<file path="config.mk">
export PLATFORM = sky130hd
export DESIGN_NAME = priv_wr_guard
export DESIGN_NICKNAME = d
export VERILOG_FILES = /design/src/rtl/priv_wr_pkg.sv /design/src/rtl/region_mask_gen.sv /design/src/rtl/status_mask_gen.sv /design/src/rtl/cause_mask_gen.sv /design/src/rtl/masked_reg.sv /design/src/rtl/priv_wr_guard.sv
export SDC_FILE = /design/constraint.sdc
export NUM_CORES = 1
export LEC_CHECK = 0
export ABC_AREA = 1
export BUFFER_PORTS_ARGS = -buffer_cell sky130_fd_sc_hd__buf_2
export CAP_MARGIN = 15
export CORE_AREA = 8 8 98 100
export DETAILED_ROUTE_END_ITERATION = 16
export DIE_AREA = 0 0 106 108
export PLACE_DENSITY = 0.81
export SYNTH_ARGS = -nofsm -noshare
export SYNTH_HDL_FRONTEND = slang
export SYNTH_SLANG_ARGS = --single-unit
</file>
<file path="constraint.sdc">
create_clock -name clk_i -period 1.1 [get_ports clk_i]
set_clock_uncertainty 0.05 [all_clocks]
set_input_delay 0.22 -clock clk_i [delete_from_list [all_inputs] [get_ports clk_i]]
set_output_delay 0.22 -clock clk_i [all_outputs]
set_load 0.01 [all_outputs]
</file>
<file path="src/rtl/priv_wr_pkg.sv">
package priv_wr_pkg;
  localparam int unsigned REG_W = 64;
  localparam int unsigned CTL_W = 32;

  typedef enum logic [1:0] {
    SEL_REGION = 2'd0,
    SEL_STATUS = 2'd1,
    SEL_CAUSE  = 2'd2,
    SEL_NONE   = 2'd3
  } wr_sel_e;

  localparam int unsigned RGN_LO    = 62;
  localparam int unsigned KSU_LO    = 3;
  localparam int unsigned STICKY_LO = 19;
  localparam int unsigned WP_BIT    = 22;
  localparam int unsigned SUP_BIT   = 3;

  localparam logic [1:0] RGN_RSVD = 2'd2;
  localparam logic [1:0] RGN_SUP  = 2'd1;
  localparam logic [1:0] KSU_RSVD = 2'd3;
  localparam logic [1:0] ARCH_SEG = 2'd1;
endpackage

</file>
<file path="src/rtl/region_mask_gen.sv">
module region_mask_gen
  import priv_wr_pkg::*;
#(
  parameter logic [REG_W-1:0] BASE_MASK = '1,
  parameter bit               HAS_SUP   = 1'b1
) (
  input  logic             new_mode_i,
  input  logic [1:0]       rgn_i,
  input  logic [1:0]       arch_i,
  input  logic [REG_W-1:0] seg_mask_i,
  output logic [REG_W-1:0] mask_o
);
  logic rsvd;

  always_comb begin
    rsvd = (rgn_i == RGN_RSVD) ||
           ((rgn_i == RGN_SUP) && (!HAS_SUP || arch_i == ARCH_SEG));
    mask_o = BASE_MASK & seg_mask_i;
    if (new_mode_i && rsvd) mask_o[RGN_LO +: 2] = 2'b00;
  end
endmodule

</file>
<file path="src/rtl/status_mask_gen.sv">
module status_mask_gen
  import priv_wr_pkg::*;
#(
  parameter logic [CTL_W-1:0] BASE_MASK = '1
) (
  input  logic             new_mode_i,
  input  logic [CTL_W-1:0] cur_i,
  input  logic [CTL_W-1:0] data_i,
  output logic [CTL_W-1:0] mask_o
);
  always_comb begin
    mask_o = BASE_MASK;
    if (new_mode_i) begin
      if (cur_i[KSU_LO +: 2] == KSU_RSVD) mask_o[KSU_LO +: 2] = 2'b00;
      // set-only-by-hardware bits: a 1 in data drops the bit from the mask
      mask_o[STICKY_LO +: 2] = mask_o[STICKY_LO +: 2] & ~data_i[STICKY_LO +: 2];
    end
  end
endmodule

</file>
<file path="src/rtl/cause_mask_gen.sv">
module cause_mask_gen
  import priv_wr_pkg::*;
#(
  parameter logic [CTL_W-1:0] BASE_MASK = '1
) (
  input  logic             new_mode_i,
  input  logic             wp_i,
  output logic [CTL_W-1:0] mask_o
);
  always_comb begin
    mask_o = BASE_MASK;
    if (new_mode_i && wp_i) mask_o[WP_BIT] = 1'b0;
  end
endmodule

</file>
<file path="src/rtl/masked_reg.sv">
module masked_reg #(
  parameter int unsigned W   = 32,
  parameter logic [W-1:0] RST = '0
) (
  input  logic         clk_i,
  input  logic         rst_ni,
  input  logic         we_i,
  input  logic [W-1:0] mask_i,
  input  logic [W-1:0] data_i,
  output logic [W-1:0] q_o
);
  always_ff @(posedge clk_i or negedge rst_ni) begin
    if (!rst_ni)   q_o <= RST;
    else if (we_i) q_o <= (q_o & ~mask_i) | (data_i & mask_i);
  end
endmodule

</file>
<file path="src/rtl/priv_wr_guard.sv">
module priv_wr_guard
  import priv_wr_pkg::*;
#(
  parameter logic [REG_W-1:0] REGION_BASE_MASK = 64'hC000_00FF_FFFF_E0FF,
  parameter logic [CTL_W-1:0] STATUS_BASE_MASK = 32'h3058_FF1F,
  parameter logic [CTL_W-1:0] CAUSE_BASE_MASK  = 32'h08C0_0300,
  parameter logic [REG_W-1:0] REGION_RST       = '0,
  parameter logic [CTL_W-1:0] STATUS_RST       = 32'h0040_0004,
  parameter logic [CTL_W-1:0] CAUSE_RST        = '0
) (
  input  logic             clk_i,
  input  logic             rst_ni,
  input  logic             wr_en_i,
  input  logic [1:0]       wr_sel_i,
  input  logic [REG_W-1:0] wr_data_i,
  input  logic             new_mode_i,
  input  logic [1:0]       cfg_arch_i,
  input  logic [REG_W-1:0] seg_mask_i,
  output logic [REG_W-1:0] region_o,
  output logic [CTL_W-1:0] status_o,
  output logic [CTL_W-1:0] cause_o
);
  localparam bit HAS_SUP = STATUS_BASE_MASK[SUP_BIT];

  wr_sel_e          sel;
  logic [REG_W-1:0] rgn_mask;
  logic [CTL_W-1:0] st_mask, ca_mask, data_lo;
  logic [2:0]       we;

  assign sel     = wr_sel_e'(wr_sel_i);
  assign data_lo = wr_data_i[CTL_W-1:0];

  always_comb begin
    we = 3'b000;
    if (wr_en_i) begin
      unique case (sel)
        SEL_REGION: we[0] = 1'b1;
        SEL_STATUS: we[1] = 1'b1;
        SEL_CAUSE:  we[2] = 1'b1;
        default:    we    = 3'b000;
      endcase
    end
  end

  region_mask_gen #(.BASE_MASK(REGION_BASE_MASK), .HAS_SUP(HAS_SUP)) u_rgn_mask (
    .new_mode_i (new_mode_i),
    .rgn_i      (wr_data_i[RGN_LO +: 2]),
    .arch_i     (cfg_arch_i),
    .seg_mask_i (seg_mask_i),
    .mask_o     (rgn_mask)
  );

  status_mask_gen #(.BASE_MASK(STATUS_BASE_MASK)) u_st_mask (
    .new_mode_i (new_mode_i),
    .cur_i      (status_o),
    .data_i     (data_lo),
    .mask_o     (st_mask)
  );

  cause_mask_gen #(.BASE_MASK(CAUSE_BASE_MASK)) u_ca_mask (
    .new_mode_i (new_mode_i),
    .wp_i       (data_lo[WP_BIT]),
    .mask_o     (ca_mask)
  );

  masked_reg #(.W(REG_W), .RST(REGION_RST)) u_rgn (
    .clk_i, .rst_ni, .we_i(we[0]), .mask_i(rgn_mask), .data_i(wr_data_i), .q_o(region_o)
  );
  masked_reg #(.W(CTL_W), .RST(STATUS_RST)) u_st (
    .clk_i, .rst_ni, .we_i(we[1]), .mask_i(st_mask), .data_i(data_lo), .q_o(status_o)
  );
  masked_reg #(.W(CTL_W), .RST(CAUSE_RST)) u_ca (
    .clk_i, .rst_ni, .we_i(we[2]), .mask_i(ca_mask), .data_i(data_lo), .q_o(cause_o)
  );

  AST_IDLE_HOLD: assert property (@(posedge clk_i) disable iff (!rst_ni)
    !wr_en_i |=> ($stable(region_o) && $stable(status_o) && $stable(cause_o)));
  AST_SEL_ISOLATE: assert property (@(posedge clk_i) disable iff (!rst_ni)
    (wr_sel_i != SEL_STATUS) |=> $stable(status_o));
  AST_RGN_RSVD_KEEP: assert property (@(posedge clk_i) disable iff (!rst_ni)
    (wr_en_i && new_mode_i && wr_sel_i == SEL_REGION && wr_data_i[63:62] == 2'd2)
    |=> $stable(region_o[63:62]));
  AST_KSU_LOCK: assert property (@(posedge clk_i) disable iff (!rst_ni)
    (new_mode_i && status_o[4:3] == 2'd3) |=> (status_o[4:3] == 2'd3));
  AST_STICKY_NO_SET: assert property (@(posedge clk_i) disable iff (!rst_ni)
    (wr_en_i && new_mode_i && wr_sel_i == SEL_STATUS && status_o[20:19] == 2'b00)
    |=> (status_o[20:19] == 2'b00));
  AST_WP_NO_SET: assert property (@(posedge clk_i) disable iff (!rst_ni)
    (wr_en_i && new_mode_i && wr_sel_i == SEL_CAUSE && !cause_o[22])
    |=> !cause_o[22]);
endmodule

</file>
==> impl_metrics.toml <==
[setup_path]
cp.arrival_ns = 0.98
crit_chain = "buf_6"
crit_path_end_kind = "output port"
cp.required_ns = 0.83
start_kind = "flip-flop"
slowest_stage = "dfstp_2"
worstSetupPathType = "flip-flop to output port"
crit_fanout = 2
crit_buf_inv = 1
reg2reg_slack_ns = 0.10
crit_family = "flip-flops"
cpPeakStageDelay_ns = 0.54
r2r_cells = 5

[floorplanning]
dieWidth_microns = 106
start_util_pct = 37.1
placementRows = 33
die_h_microns = 108
die-area_sq_mm = 0.0114
core_sq_mm = 0.00805
io_pins = 264

[clocking]
root_buffer = "clkbuf_8"
path_clk_slew_ns = 0.07
clock-sinks = 60
cts-htree-levels = 3
cts-buffers-inserted = 9
worstSkewPairLatency_ns = 0.33
cts_tree = "yes"
clk_path_buf_depth = 2

[sta]
finalHoldViolations = 0
rsz0062_at_grt = "yes"
setup_violations = 59
post-route-worst-setup-slack_ns = -0.149
fin_crit_ns = 1.25
fin_crit_sh_pct = 114
drv_slew = 0
clock.fmax_mhz = 800
finalHoldWorstSlack_ns = 0.0400

[detailed_routing]
drt-initial-drc-count = 96
drc = 0
avgViaCountPerCell = 4.17
vias = 2733
wire_per_inst_microns = 12.8
first_pass_iters = 6
wl_microns = 8410
antenna_left = 0

[power]
p_comb_share_pct = 28.8
max-vdd-ir-drop_uv = 706
p_seq_share_pct = 43.4
p_per_area_mw_per_mm2 = 1560
clkPwrFrac_pct = 27.8
p_leak_uw = 0.00244
p_sw_uw = 2050
intPower_uw = 4510
swShare_pct = 31.3

[grt]
use_met1_pct = 12.4
grt_use_met3_pct = 6.84
grt_max_degree = 41
grt_pass1_wl_microns = 12700
globalRouteMet2Util_pct = 25.2
grtUsageTotal_pct = 13.7
grt-ovfl-total = 0
busiest_layer = "met2"
grt_pass1_vias = 2738
antenna_found_initial = 0

[final_layout]
area_delta_synth_final_pct = 40.6
postLayoutCoreUtil_pct = 52.2
final_nets = 681
diodes = 0
finalInstanceArea_sq_mm = 0.00420
drive_gt1_share_pct = 37.3

[run_status]
violations = "setup timing"
status = "finished with violations"

[placement]
numPortBuffers = 146
hpwl_microns = 6560
post_dp_cell_area_sq_mm = 0.00367
place_congestion = 0.764

[synthesis]
yosysSeqAreaShare_pct = 50.3
syn_inst = 357
synth.cell_area_sq_mm = 0.00299
ys_types = 17
avgSynthCellArea_sq_um = 8.37
synth-seq-cells = 60
synth_warnings = 0

[run]
drv_cap = 0

[min_path]
worst_hold_path.num_cells = 3
hold_start = "wr_data_i[11]"
hold_end = "u_st.q_o[11]"
hp-class = "input port to flip-flop"
[timing repair]
item / in CTS / in global routing
endpoints found under the hold margin: 58 / 0
endpoints found under the setup margin: 60 / 60
hold buffers: 1 / 0
gates resized for setup: 12 / 12
setup buffers: 9 / 16
[how the worst max path moves through the flow]
stage	from	to	cells past startpoint
2_1_floorplan	wr_sel_i[1]	flip-flop	7
5_1_grt	u_st.q_o[2]	status_o[2]	1
3_5_place_dp	wr_sel_i[1]	flip-flop	8
3_3_place_gp	wr_sel_i[1]	flip-flop	8
4_1_cts	u_st.q_o[2]	status_o[2]	1
6_report	u_st.q_o[2]	status_o[2]	1
[power groups by stage]
| stage | sequential, uW | clock, uW | combinational (uW) |
|---|---|---|---|
| floorplan | 3050 | 0 | 660 |
| global placement | 2830 | 0 | 1430 |
| detailed placement | 2850 | 0 | 1480 |
| CTS | 2830 | 1900 | 1660 |
| global route | 2890 | 2010 | 2080 |
| finish | 2850 | 1830 | 1890 |
[cells in the final DEF, fill, tap and decap left out, drive strengths merged]
master / instances
conb: 68
nand2: 127
o21ai: 32
dfrtp: 58
clkinvlp: 3
or2: 1
o22a: 1
inv: 27
nor2: 5
clkbuf: 11
clkinv: 2
buf: 184
nand3: 26
a22oi: 2
dlygate4sd3: 1
dfstp: 2
[area by class of cell]
| type | count | area, sq um |
|---|---|---|
| clock buffer | 11 | 151 |
| clock inverter | 5 | 36.3 |
| fill | 741 | 3850 |
| inverter | 27 | 101 |
| multi-input combinational | 262 | 1080 |
| sequential | 60 | 1500 |
| tap | 105 | 131 |
| timing repair buffer | 185 | 1200 |
[through the flow]
step	total power [uW]	setup TNS, ns	instances	worst slack [ns]
final	6560	-1.47	655	-0.149
after global routing	6980	-4.02	655	-0.182
after CTS	6390	-3.14	639	-0.169
after detailed placement	4330	-3.15	613	-0.123
after global placement	4250	-1.41	613	-0.0940
after floorplan	3710	0	424	0.0990
[synthesized netlist by cell type, drive strengths merged]
master	instances	area [sq um]
clkbuf	2	7.51
nand2	127	477
a22oi	2	15.0
o22a	1	8.76
nor2	5	18.8
nand3	26	135
buf	73	552
o21ai	32	160
dfstp	2	52.6
conb	1	3.75
or2	1	6.26
dfrtp	58	1450
inv	27	101
[cells by family after synthesis]
logic type / Yosys count / synth area share [%]
AND/OR/NAND/NOR: 159 / 21.3
buffers and inverters: 102 / 22.1
AO/OA/AOI/OAI: 35 / 6.15
flip-flops: 60 / 50.3
other: 1 / 0.125
[layer usage]
metal  vias to the layer above  share of wire, %
li1                       1351                 -
met1                      1224                33
met2                       143                52
met3                        15                12
met4                         0               1.9
met5                         -                 0
Note: power is estimated with default switching activity, not from simulation.
